File: config.mk
export PLATFORM = sky130hd
export DESIGN_NAME = frame_heartbeat
export DESIGN_NICKNAME = d
export VERILOG_FILES = /design/src/rtl/fhb_pkg.sv /design/src/rtl/fhb_len_reg.sv /design/src/rtl/fhb_frame_cnt.sv /design/src/rtl/fhb_level.sv /design/src/rtl/frame_heartbeat.sv
export SDC_FILE = /design/constraint.sdc
export NUM_CORES = 1
export LEC_CHECK = 0
export BUFFER_PORTS_ARGS = -buffer_cell sky130_fd_sc_hd__buf_4
export CAP_MARGIN = 15
export CORE_UTILIZATION = 50
export DETAILED_ROUTE_END_ITERATION = 8
export PLACE_DENSITY = 0.69
export SLEW_MARGIN = 20
export SYNTH_ARGS = -nofsm -noshare
export SYNTH_HDL_FRONTEND = slang
export SYNTH_SLANG_ARGS = --single-unit
File: constraint.sdc
create_clock -name clk -period 5.6 [get_ports clk]
set_input_delay 1.12 -clock clk [delete_from_list [all_inputs] [get_ports clk]]
set_output_delay 1.12 -clock clk [all_outputs]
set_load 0.05 [all_outputs]
File: src/rtl/fhb_pkg.sv
package fhb_pkg;

    // Drive request for the open-drain pad.
    typedef enum logic {
        PIN_RELEASE = 1'b0,
        PIN_PULL    = 1'b1
    } pin_e;

    function automatic pin_e pin_flip(input pin_e cur);
        return (cur == PIN_PULL) ? PIN_RELEASE : PIN_PULL;
    endfunction

endpackage

File: src/rtl/fhb_len_reg.sv
module fhb_len_reg #(
    parameter int LEN_W = 16
) (
    input  logic             clk,
    input  logic             rst_n,
    input  logic             load,
    input  logic [LEN_W-1:0] len_in,
    output logic [LEN_W-1:0] len_q
);
    localparam logic [LEN_W-1:0] MIN_LEN = LEN_W'(1);

    typedef struct packed {
        logic [LEN_W-1:0] len;
    } st_t;

    st_t st_d, st_q;

    always_comb begin
        st_d = st_q;
        if (load) begin
            // zero is treated as the shortest legal phase
            st_d.len = (len_in == '0) ? MIN_LEN : len_in;
        end
    end

    always_ff @(posedge clk or negedge rst_n) begin
        if (!rst_n) begin
            st_q.len <= MIN_LEN;
        end else begin
            st_q <= st_d;
        end
    end

    assign len_q = st_q.len;
endmodule

File: src/rtl/fhb_frame_cnt.sv
module fhb_frame_cnt #(
    parameter int LEN_W = 16
) (
    input  logic             clk,
    input  logic             rst_n,
    input  logic             run,
    input  logic             stb,
    input  logic [LEN_W-1:0] limit,
    output logic             wrap,
    output logic [LEN_W-1:0] cnt_q
);
    localparam logic [LEN_W-1:0] ONE = LEN_W'(1);

    typedef struct packed {
        logic [LEN_W-1:0] cnt;
    } st_t;

    st_t st_d, st_q;
    logic [LEN_W-1:0] last_idx;
    logic             at_last;

    assign last_idx = limit - ONE;
    assign at_last  = (st_q.cnt == last_idx);

    always_comb begin
        st_d = st_q;
        wrap = 1'b0;
        if (!run) begin
            st_d.cnt = '0;
        end else if (stb) begin
            if (at_last) begin
                st_d.cnt = '0;
                wrap     = 1'b1;
            end else begin
                st_d.cnt = st_q.cnt + ONE;
            end
        end
    end

    always_ff @(posedge clk or negedge rst_n) begin
        if (!rst_n) begin
            st_q.cnt <= '0;
        end else begin
            st_q <= st_d;
        end
    end

    assign cnt_q = st_q.cnt;
endmodule

File: src/rtl/fhb_level.sv
module fhb_level
    import fhb_pkg::*;
(
    input  logic clk,
    input  logic rst_n,
    input  logic run,
    input  logic wrap,
    output logic pull_low
);
    typedef struct packed {
        pin_e pin;
    } st_t;

    st_t st_d, st_q;

    always_comb begin
        st_d = st_q;
        if (!run) begin
            st_d.pin = PIN_RELEASE;
        end else if (wrap) begin
            st_d.pin = pin_flip(st_q.pin);
        end
    end

    always_ff @(posedge clk or negedge rst_n) begin
        if (!rst_n) begin
            st_q.pin <= PIN_RELEASE;
        end else begin
            st_q <= st_d;
        end
    end

    assign pull_low = (st_q.pin == PIN_PULL);
endmodule

File: src/rtl/frame_heartbeat.sv
module frame_heartbeat #(
    parameter int LEN_W = 16
) (
    input  logic             clk,
    input  logic             rst_n,
    input  logic             frame_stb,
    input  logic             enable,
    input  logic [LEN_W-1:0] phase_len,
    output logic             pull_low
);
    logic [LEN_W-1:0] len_q;
    logic [LEN_W-1:0] cnt_q;
    logic             wrap;

    fhb_len_reg #(.LEN_W(LEN_W)) u_len (
        .clk    (clk),
        .rst_n  (rst_n),
        .load   (!enable),
        .len_in (phase_len),
        .len_q  (len_q)
    );

    fhb_frame_cnt #(.LEN_W(LEN_W)) u_cnt (
        .clk   (clk),
        .rst_n (rst_n),
        .run   (enable),
        .stb   (frame_stb),
        .limit (len_q),
        .wrap  (wrap),
        .cnt_q (cnt_q)
    );

    fhb_level u_lvl (
        .clk      (clk),
        .rst_n    (rst_n),
        .run      (enable),
        .wrap     (wrap),
        .pull_low (pull_low)
    );
endmodule

Yosys cells after proc, flatten, opt, wreduce, memory -nomap -nowiden
Cells that the tools add are included.
{"block": "word_totals", "reg_bits": 33, "input_bits": 20, "output_inout_bits": 1, "elab_cells": 19}
{"block": "op_classes", "n_addsub": 2, "n_eq_ne": 3, "mux": 10, "n_reduce_logical": 1}
{"op": "$mux 16", "n": 4}
{"op": "$add 16x1->16 const B", "n": 1}
{"op": "$eq 16x16->1", "n": 1}
{"op": "$logic_not 16->1", "n": 1}
{"op": "$sub 16x1->16 const B", "n": 1}
{"op": "$mux 1", "n": 6}
{"op": "$ne 2x1->1 const B", "n": 1}
{"op": "$ne 2x2->1 const B", "n": 1}

Depth between registers and ports, before layout
Gate-level depths: netlist (run 1).
{"block": "logic_depth", "word_depth": 7, "depth_mapped": 10}

Hierarchy
From an unflattened synthesis (run 1), not the netlist that was laid out.
{"block": "unflattened", "hier_cells": 235, "area_unflattened_um2": 2247.2}
{"module": "fhb_frame_cnt", "instances": 1, "cells_per_inst": 190, "area_each_um2": 1510.2, "seq_area_each_um2": 400.4}
{"module": "fhb_len_reg", "instances": 1, "cells_per_inst": 41, "area_each_um2": 693.2, "seq_area_each_um2": 401.6}
{"module": "fhb_level", "instances": 1, "cells_per_inst": 3, "area_each_um2": 40.0, "seq_area_each_um2": 25.0}
{"module": "frame_heartbeat", "instances": 1, "cells_per_inst": 1, "area_each_um2": 3.8, "seq_area_each_um2": 0.0}

Least setup slack after synthesis (run 1)
OpenSTA, ideal clock, no wires.
{"block": "synth_timing", "path_type": "register -> register", "from": "reg u_len.st_q, in the netlist u_len.len_q[2]", "to": "reg u_cnt.st_q, in the netlist u_cnt.cnt_q[0]", "setup_time_ns": 0.119, "arrival_ns": 2.444, "t_required_ns": 5.481, "setup_slack_ns": 3.037, "stages_incl_launch_ff": 10, "synth_period_minus_slack_ns": 2.563, "path_cell_list": "dfrtp_1 > buf_6 > or4_4 > nor4_4 > mux2i_1 > o31ai_1 > a2111o_1 > o21ai_4 > buf_6 > nor2_1"}
{"block": "synth_between", "elab_chain_cells": 5}
{"element": "start, declared", "line": "fhb_len_reg.sv:16", "text": "st_t st_d, st_q;"}
{"element": "start signal, assigned", "line": "fhb_len_reg.sv:30", "text": "st_q <= st_d;"}
{"element": "$sub 16x1->16", "line": "fhb_frame_cnt.sv:22", "text": "assign last_idx = limit - ONE;"}
{"element": "$eq 16x16->1", "line": "fhb_frame_cnt.sv:23", "text": "assign at_last = (st_q.cnt == last_idx);"}
{"element": "$mux 16", "line": "fhb_frame_cnt.sv:31", "text": "if (at_last) begin"}
{"element": "$mux 16", "line": "fhb_frame_cnt.sv:30", "text": "end else if (stb) begin"}
{"element": "$mux 16", "line": "fhb_frame_cnt.sv:28", "text": "if (!run) begin"}
{"element": "end signal, assigned", "line": "fhb_frame_cnt.sv:44", "text": "st_q <= st_d;"}
{"element": "end, declared", "line": "fhb_frame_cnt.sv:18", "text": "st_t st_d, st_q;"}
Every way passes these cells. The select of a mux whose other input is x is not followed.
A chain may end at the register's enable or synchronous reset.

Worst setup path in the final report (run 1)
{"block": "layout_timing", "from": "reg u_len.st_q, in the netlist u_len.len_q[2]", "to": "reg u_cnt.st_q, in the netlist u_cnt.cnt_q[2]"}
The elaborated chain is that of the path after synthesis.

==> results of run 1 <==
power breakdown:
part / leakage [uW] / switching (uW) / internal [uW]
Clock: 0.0000443 / 87.1 / 97.5
Combinational: 0.000484 / 37.9 / 43.0
Sequential: 0.000422 / 22.3 / 252
routing by layer:
layer / up-vias / track usage
met1: 770 / 0.316
li1: 789 / -
met4: 0 / 0.0957
met5: - / 0
met2: 26 / 0.321
met3: 7 / 0.0586
metrics by stage:
stage | total power, uW | setup slack [ns] | instances | hold WS [ns] | utilization
6_report | 540 | 2.80 | 278 | 0.547 | 0.584
5_1_grt | 567 | 2.66 | 278 | 0.584 | 0.584
4_1_cts | 545 | 2.80 | 278 | 0.540 | 0.584
3_5_place_dp | 360 | 2.81 | 271 | 0.530 | 0.562
3_3_place_gp | 358 | 2.88 | 271 | 0.520 | 0.562
2_1_floorplan | 331 | 3.04 | 209 | 0.493 | -
sequential cells by signal (all words and copies together), names as in the netlist:
| name | count |
|---|---|
| u_len.len_q | 16 |
| u_lvl.pull_low | 1 |
| u_cnt.cnt_q | 16 |
cell usage after synthesis (4+ instances only):
library cell  count
mux2_2           15
nand2b_1          5
nor2_1           23
o21ai_0           4
clkbuf_1          4
nand2_1          16
nor4_1            7
xnor2_1          13
nand3_1           6
nor3_1            5
xor2_1           17
dfrtp_1          32
critical path: stages, from the launching register on:
cell and delay (ns):
dfrtp_1 0.46, or4_4 0.60, nor4_4 0.33, mux2i_1 0.23, o31ai_1 0.09, a2111o_1 0.48
o21ai_4 0.38, nor2_1 0.09
worst paths after layout:
path / to / start / cells after the start / slack (ns)
worst max-delay path: u_cnt.cnt_q[2] / u_len.len_q[2] / 7 / 2.80
worst min-delay path: u_len.len_q[0] / u_len.len_q[0] / 2 / 0.55
worst max register to register: u_cnt.cnt_q[2] / u_len.len_q[2] / 7 / 2.80
worst min register to register: u_len.len_q[0] / u_len.len_q[0] / 2 / 0.55
max in group asynchronous: u_len.len_q[0] / rst_n / 1 / 4.51
min in group asynchronous: u_len.len_q[15] / rst_n / 1 / 0.76
kinds of logic (layout without fill, tap and decap cells):
kind of cell	count (synthesis)	in the layout	share of synthesized area
AND/OR/NAND/NOR	92	92	0.250
flip-flops	33	33	0.400
XOR/XNOR	31	31	0.138
AO/OA/AOI/OAI	24	24	0.0853
multiplexers	16	16	0.0865
buffers and inverters	11	30	0.0284
adder cells (fa/ha/maj)	2	2	0.0121
cell type report:
| cell class | count | share of cell area |
|---|---|---|
| clock buffer | 7 | 0.0372 |
| tap | 50 | 0.0270 |
| timing repair buffer | 20 | 0.0647 |
| inverter | 3 | 0.00485 |
| sequential | 33 | 0.357 |
| multi-input combinational | 165 | 0.510 |
==> metrics.txt, run 1 <==
EDFF count, synth 0; setup bufs post-CTS 0; status finished, final reports clean; area of the multi-input gates 1180 sq um; TritonRoute pass-1 iters 4; area grow syn2layout 12.2%; Skew-Pair Late Insertion Delay 0.29 ns; clock root buffer clkbuf_8; FF+latch area 827 sq um; post-synthesis sequential area ratio 0.400; design area 2320 sq um; wl on met1 around 2.2 mm; Chip Height 66.3 um; number of global-route vias before repair 1,446; Placed Area 2230 sq um; met2 WL ~1.9 mm; fraction of layout cells with a size suffix above 1 0.206; area leader, netlist dfrtp_1; leading post-synthesis cells by cell area dfrtp_1 (39%), mux2_2 (8.2%), xor2_1 (7.2%), xnor2_1 (5.5%), nor2_1 (4.2%); #FFs+latches synth 33; H-Tree Depth 2; ant diodes 0; Die Span X 66.3 um; wire per inst 15.5 um; leakage power 0.000950 uW; Tot GR Track Use 0.224; Setup TNS Final 0 ns; Slew @ Worst Pin 0.631 ns; CTS tree done; IO Pins 21; gate count of the mapped netlist 209; Final Max Slew Viols 0; gp weighted congestion about 0.91; Routed Antenna Nets 0; row cnt 23; Num Clock Sinks 33; CP required about 5.8 ns; commonest cells after routing, fill and taps aside dfrtp_1 (32), nor2_1 (23), buf_4 (20); pin count of the biggest net entering global routing 34; maximum clock rate 357 MHz; port bufs 20; critical path startpoint category register; Syn Area/Cell just under 10 sq um; initial antenna violation count 0; Layout Nets 250; crit-path max FO 14; crit path DAT about 3.0 ns; first-pass GRT wire length 7.09 mm; Power per Cell Area around 230 nW/um^2; final setup fails 0; asr flop ratio synth 1.00; Starting Density 0.521; top sig layer met4; area of the mapped netlist 2070 sq um; Final Hold Viols 0; Final Critical Period 2.80 ns; total gr overflow 0; cts hold-fix bufs 0; die area 4400 sq um; via count 1,592; FILL cells 356; Core Footprint between 3000 and 4000 sq um; WS Path Type register to register; post-synth top area share 0.387; WL final 4.32 mm; RSZ-0062 raised after global routing false; Worst Setup End Kind register; DP Wirelength 3.08 mm; Synth Flop Type dfrtp_1; leading cell type in the layout, fill and taps excluded dfrtp_1; synth unique cells 47; routed wl met3 between 150 and 200 um; yosys warns 0; Max-cap violations 0; Clock Skew 0.00590 ns; Worst IR Drop VDD approximately 0.12 mV; clock-pin slew on the worst setup and hold paths 0.07 ns; vias per inst 5.73; relative slew slack 0.575; Num CTS Buffers 5; Post-CTS Resized 0; number of remaining DRC errors 0; Worst Hold Class register to register; Iteration-0 DRC Markers 119; syn nets approximately 230; Final Cycle Share 0.500; clock buffer depth 2
Note: power is estimated with default switching activity, not from simulation.
==> run 2, diff against run 1 <==
==> constraint.sdc (replaced) <==
create_clock -name clk -period 2.7 [get_ports clk]
set_input_delay 0.54 -clock clk [delete_from_list [all_inputs] [get_ports clk]]
set_output_delay 0.54 -clock clk [all_outputs]
set_load 0.05 [all_outputs]
==> run 2 against run 1 <==
Against the previous run:
- worst hold slack got worse by 0.37 ns
- clock power grew 110%
- total power is 110% higher
- clock-buffer cell count shrank 1
- sequential share of layout area shrank 1.5 points
- clock skew increased by 0.0055 ns
- critical path depth rose by 1
- critical path type unchanged
- largest cell class unchanged
==> metrics.txt, run 2 (synthesis results as in run 1) <==
status finished, final reports clean; Routed Antenna Nets 0 (unchanged); Worst Hold Class primary input to asynchronous set/reset pin; Net Sw Frac 0.273 (about the same); gp weighted congestion 0.813 (-11%); clock-pin slew on the worst setup and hold paths 0.07 ns (about the same); clock buffer depth 2 (unchanged); WS Path Type register to register; leading cell type in the layout, fill and taps excluded dfrtp_1; Iteration-0 DRC Markers 97 (-18%); CP Cell Sequence or4_4 -> nor4_4 -> mux2i_1 -> o31ai_1 -> a2111o_1 -> buf_4 -> o211ai_1 -> o31ai_1; leakage power 0.00101 uW (+6.1%); Final Max Slew Viols 0 (unchanged); Worst IR Drop VDD 0.254 mV (+110%); number of remaining DRC errors 0 (unchanged); utilization after layout 0.609 (+0.0249); Num Clock Sinks 33 (unchanged); internal power 828 uW (+110%); worst reg2reg path endpoint u_lvl.pull_low; Slew @ Worst Pin 0.515 ns (-0.116 ns); P_sw 311 uW (+110%); number of global-route vias before repair 1,555 (+7.5%); area grow syn2layout 16.9%; die area 4400 sq um (unchanged); most used cell along the critical path o31ai_1; Setup TNS Final 0 ns (unchanged); Skew-Pair Late Insertion Delay 0.29 ns (about the same); H-Tree Depth 2 (unchanged); IO Pins 21 (unchanged); CP required 2.87 ns (-2.89 ns); Clock Skew 0.0114 ns (+0.00553 ns); port bufs 20 (unchanged); ant diodes 0 (unchanged); Starting Density 0.521 (unchanged); RR Startpoint u_len.len_q[5]; RSZ-0062 raised after global routing true; clock root buffer clkbuf_8; Final Cycle Share 0.968 (+0.468); Power Total 1140 uW (+110%); fraction of layout cells with a size suffix above 1 0.250 (+0.0439); critical path startpoint category register; crit path DAT 2.78 ns (-0.18 ns); commonest cells after routing, fill and taps aside dfrtp_1 (32), buf_4 (29), nor2_1 (23); initial antenna violation count 0 (unchanged); vias per inst 5.56 (-2.9%); total gr overflow 0 (unchanged); max incr delay on CP 0.57 ns (-0.03 ns); via count 1,613 (+1.3%); final setup fails 0 (unchanged); first-pass GRT wire length 7.20 mm (+1.6%); Layout Nets 262 (+4.8%); maximum clock rate 383 MHz (+7.2%); wire per inst 15.2 um (-2.5%); Worst Setup End Kind register; relative slew slack 0.654 (+0.0784); design area 2420 sq um (+4.3%); final hold slack 0.182 ns (-0.365 ns); slowest stage cell, crit path or4_4; crit-path max FO 4 (-10); Placed Area 2300 sq um (+3.0%); FILL cells 355 (-0.28%); Tot GR Track Use 0.228 (+0.00392); WL final 4.40 mm (+1.8%); r2r setup slk 0.09 ns (-2.71 ns); row cnt 23 (unchanged); Reg power frac 0.489 (-0.019); TritonRoute pass-1 iters 4 (unchanged); Final Hold Viols 0 (unchanged); Final Critical Period 2.61 ns (-0.188 ns); Power per Cell Area 471 nW/um^2 (+100%); Comb power frac 0.174 (+0.024); Chip Height 66.3 um (unchanged); Num CTS Buffers 5 (unchanged); Die Span X 66.3 um (unchanged); Core Footprint 3970 sq um (unchanged); Clk pwr share 0.336 (-0.006); Worst R2R Path Depth 8 (+1); CTS tree done; pin count of the biggest net entering global routing 34 (unchanged); Max-cap violations 0 (unchanged); DP Wirelength 3.28 mm (+6.5%)
[run 2: cell types whose count changed in the layout (fill, tap and decap cells not counted), sizes merged]
cell	previous run	this run
buf	20	32
clkbuf	7	6
clkinvlp	0	1
[run 2: final cells by class]
class                      instances  area (sq um)  share of cell area
timing repair buffer              32           245               0.101
sequential                        33           827               0.342
clock buffer                       6          82.6              0.0341
inverter                           3          11.3             0.00466
tap                               50          62.6              0.0259
multi-input combinational        165          1180               0.489
clock inverter                     1          7.51             0.00310
[run 2: metrics by stage]
step                setup WS, ns  instances
floorplan                  0.137        209
global placement           0.108        280
detailed placement        0.0777        280
CTS                       0.0508        287
global route            -0.00467        290
finish                    0.0867        290
[run 2: critical path, delay by kind of cell, from the launching register on]
kind / cells / cell delay [ns]
simple gates: 2 / 0.88
flops: 1 / 0.38
compound gates: 4 / 0.82
mux: 1 / 0.23
buf+inv: 1 / 0.17
[run 2: worst max path at each step]
stage,startpoint,end,slack [ns],cells past startpoint
after detailed placement,u_len.len_q[2],u_cnt.cnt_q[8],0.08,8
after global placement,u_len.len_q[2],u_cnt.cnt_q[15],0.11,8
final,u_len.len_q[5],u_lvl.pull_low,0.09,8
after CTS,u_len.len_q[2],u_cnt.cnt_q[9],0.05,8
after global routing,u_len.len_q[5],u_lvl.pull_low,-0.005,8
after floorplan,u_len.len_q[2],u_cnt.cnt_q[0],0.14,9
[run 2: per-layer routing]
| metal | track usage | wire (um) |
|---|---|---|
| met1 | 0.293 | 2070 |
| met2 | 0.365 | 2120 |
| met3 | 0.0569 | 123 |
| met4 | 0.0904 | 86 |
| met5 | 0 | 0 |
[run 2: power by group through the flow]
| stage | Sequential, uW | Clock [uW] | Combinational (uW) |
|---|---|---|---|
| 3_5_place_dp | 566 | 0 | 194 |
| 2_1_floorplan | 554 | 0 | 132 |
| 6_report | 557 | 383 | 199 |
| 4_1_cts | 557 | 396 | 196 |
| 5_1_grt | 562 | 419 | 221 |
| 3_3_place_gp | 566 | 0 | 193 |
[run 2: repair_timing]
item	in CTS	in global routing
endpoints found under the setup margin	0	14
hold buffers	0	0
resized for setup	0	2
buffers inserted	0	2
==> run 3, diff against run 2 <==
--- a/config.mk
+++ b/config.mk
@@ -6,11 +6,12 @@
 export NUM_CORES = 1
 export LEC_CHECK = 0
 export BUFFER_PORTS_ARGS = -buffer_cell sky130_fd_sc_hd__buf_4
-export CAP_MARGIN = 15
+export CAP_MARGIN = 20
 export CORE_UTILIZATION = 50
 export DETAILED_ROUTE_END_ITERATION = 8
 export PLACE_DENSITY = 0.69
 export SLEW_MARGIN = 20
 export SYNTH_ARGS = -nofsm -noshare
 export SYNTH_HDL_FRONTEND = slang
+export SYNTH_HIERARCHICAL = 1
 export SYNTH_SLANG_ARGS = --single-unit
==> run 3 against run 2 <==
Against the previous run:
- the flow now finishes with violations (setup timing)
- global-route usage rose by 0.28 points
- design area grew 14%
- routed wire length is 20% higher
- sequential power down 1%
- register-to-register slack lost 0.12 ns
- clock-buffer cell count down 1
- clock skew down 0.0039 ns
- sequential share of layout area down 4.1 points
- maximum frequency down 4.3%
- clock power is 24% higher
- total power is 13% higher
- non-clock buffer count increased by 7
- largest cell class unchanged
==> metrics.txt, run 3 <==
CTS tree done; Skew-Pair Late Insertion Delay 0.29 ns (about the same); IO Pins 21 (unchanged); Post-Synth Simple-Gate Area 0.247 (-0.00263); Worst IR Drop VDD 0.381 mV (+50%); design area 2750 sq um (+14%); Clock Skew 0.00756 ns (-0.00386 ns); post-synth top area share 0.356 (-0.0308); maximum clock rate 366 MHz (-4.3%); relative slew slack 0.479 (-0.175); pre-CTS setup slack -0.0334 ns (-0.111 ns); clock root buffer clkbuf_8; crit-path max FO 8 (+4); H-Tree Depth 2 (unchanged); Worst R2R Path Depth 8 (unchanged); area of the multi-input gates 1400 sq um (+19%); #FFs+latches synth 33 (unchanged); Setup TNS Final -0.0899 ns (-0.0899 ns); ant diodes 0 (unchanged); Final Max Slew Viols 0 (unchanged); most frequent cells after synthesis dfrtp_1 (32), nand2_1 (17), nor2_1 (15); Iteration-0 DRC Markers 107 (+10%); Syn Area/Cell 9.56 sq um (-3.4%); Core Footprint 4320 sq um (+8.9%); Num Clock Sinks 33 (unchanged); crit path capture u_cnt/cnt_q[9]; Placed Area 2540 sq um (+10%); Worst Setup End Kind register; post-route setup slack -0.0297 ns (-0.116 ns); initial antenna violation count 0 (unchanged); crit path DAT 2.89 ns (+0.11 ns); WS Path Type register to register; post-synthesis sequential area ratio 0.368 (-0.0318); critical path startpoint category register; pin count of the biggest net entering global routing 34 (unchanged); leading post-synthesis cells by cell area dfrtp_1 (36%), mux2_4 (5.3%), xnor2_1 (4.3%), mux2_2 (4.0%), nand3_1 (3.1%); mux contribution to synthesized area 0.0935 (+0.00703); final setup fails 6 (+6); status finished with violations; Chip Height 69.0 um (+4.1%); Synth Flop Type dfrtp_1; count leader, synth dfrtp_1; Power per Cell Area 467 nW/um^2 (-0.80%); failing checks setup timing; yosys warns 6 (+6); fraction of layout cells with a size suffix above 1 0.322 (+0.0722); Tot GR Track Use 0.231 (+0.00284); syn nets 257 (+11%); asr flop ratio synth 1.00 (unchanged); WL final 5.30 mm (+20%); r2r setup slk -0.03 ns (-0.12 ns); leakage power 0.00113 uW (+12%); clock buffer depth 2 (unchanged); Max-cap violations 0 (unchanged); total gr overflow 0 (unchanged); Slew @ Worst Pin 0.781 ns (+0.266 ns); cts hold-fix bufs 0 (unchanged); Die Span X 69.0 um (+4.1%); gp weighted congestion 0.831 (+2.2%); commonest cells after routing, fill and taps aside buf_4 (38), dfrtp_1 (32), nand2_1 (17); Final Cycle Share 1.01 (+0.0431); Final Critical Period 2.73 ns (+0.116 ns); row cnt 24 (+4.3%); CP startpoint u_len/len_q[1]; port bufs 20 (unchanged); Routed Antenna Nets 0 (unchanged); area grow syn2layout 22.2%; RR Startpoint u_len/len_q[1]; worst reg2reg path endpoint u_cnt/cnt_q[9]; FF+latch area 827 sq um (unchanged); via count 1,866 (+16%); Starting Density 0.520 (-0.00112); TritonRoute pass-1 iters 4 (unchanged); post-synthesis xor/xnor area fraction 0.0841 (-0.0539); area of the mapped netlist 2250 sq um (+8.7%); leading cell type in the layout, fill and taps excluded buf_4; FILL cells 379 (+6.8%); RSZ-0062 raised after global routing true; DP Wirelength 3.79 mm (+15%); number of global-route vias before repair 1,768 (+14%); largest family of logic cells by synthesized area simple AND/OR/NAND/NOR gates; vias per inst 5.80 (+4.2%); Synth Area in Compound Gates 0.145 (+0.0595); utilization after layout 0.635 (+0.0258); gate count of the mapped netlist 235 (+12%); first-pass GRT wire length 8.70 mm (+21%); die area 4770 sq um (+8.4%); Worst Hold Class primary input to asynchronous set/reset pin; Final Hold Viols 0 (unchanged); CP required 2.86 ns (about the same); wire per inst 16.4 um (+8.5%); synth unique cells 50 (+6.4%); Num CTS Buffers 5 (unchanged); number of remaining DRC errors 0 (unchanged); Power Total 1280 uW (+13%); area leader, netlist dfrtp_1; Synth Area in Adders 0.0111 (-0.000963); EDFF count, synth 0 (unchanged); Layout Nets 291 (+11%); clock-pin slew on the worst setup and hold paths 0.08 ns (about the same)
[run 3: cell types whose count changed in the layout (fill, tap and decap cells not counted), sizes merged, moves of 3 or more]
cell,delta
xor2,-9
nand3,+8
nor2,-8
buf,+7
inv,+7
o211ai,+6
o21ai,+5
o2111ai,+4
nand3b,-3
nand4,+3
o22ai,+3
o31ai,+3
[run 3: repair_timing]
| item | 4_1_cts | 5_1_grt |
|---|---|---|
| pin swaps | 4 | 2 |
| gates resized for setup | 3 | 11 |
| setup buffers | 0 | 2 |
| endpoints found under the setup margin | 4 | 16 |
| hold endpoints to repair | 0 | 0 |
[run 3: cell families after synthesis]
logic type	count (synthesis)
compound gates	45
xor+xnor	20
fa+ha+maj	2
buf+inv	22
flops	33
mux	16
simple gates	97
[run 3: area by class of cell]
| cell class | count | share of cell area |
|---|---|---|
| inverters | 10 | 0.0137 |
| well taps | 52 | 0.0237 |
| clock inverters | 3 | 0.0169 |
| clock buffers | 5 | 0.0251 |
| flip-flops and latches | 33 | 0.301 |
| repair buffers | 39 | 0.108 |
| multi-input cells | 180 | 0.511 |
[run 3: routing by layer]
| layer | up-vias | routed length, um | part of all wire | global-route usage |
|---|---|---|---|---|
| li1 | 937 | - | - | - |
| met1 | 908 | 2590 | 0.49 | 0.326 |
| met2 | 15 | 2580 | 0.49 | 0.368 |
| met3 | 6 | 85 | 0.016 | 0.0439 |
| met4 | 0 | 43 | 0.0081 | 0.0544 |
| met5 | - | 0 | 0 | 0 |
[run 3: stage by stage]
step                      hold WS (ns)  cells
after floorplan                  0.244    235
final                            0.191    322
after global placement           0.512    312
after detailed placement         0.510    312
after global routing             0.207    322
after CTS                        0.194    320
[run 3: power breakdown]
part	switching, uW	leakage, uW	total [uW]	internal, uW
registers	29.7	0.000422	551	522
logic	128	0.000654	257	129
clock network	198	0.0000543	474	276
[run 3: worst min path at each step]
stage                     depth (start not counted)  slack (ns)   from        endpoint
final                                             1        0.19  rst_n  u_cnt/cnt_q[9]
after global routing                              1        0.21  rst_n  u_len/len_q[4]
after CTS                                         1        0.19  rst_n  u_len/len_q[4]
after detailed placement                          1        0.51  rst_n  u_len/len_q[6]
after global placement                            1        0.51  rst_n  u_len/len_q[7]
after floorplan                                   0        0.24  rst_n  u_cnt/cnt_q[0]
[run 3: worst max-delay path, stage by stage (launching register included)]
cell	delay [ns]
dfrtp_1	0.40
or4_4	0.53
or4_4	0.48
mux2_4	0.23
nand3_2	0.06
a211o_4	0.37
o31ai_4	0.26
buf_6	0.18
o31ai_1	0.08
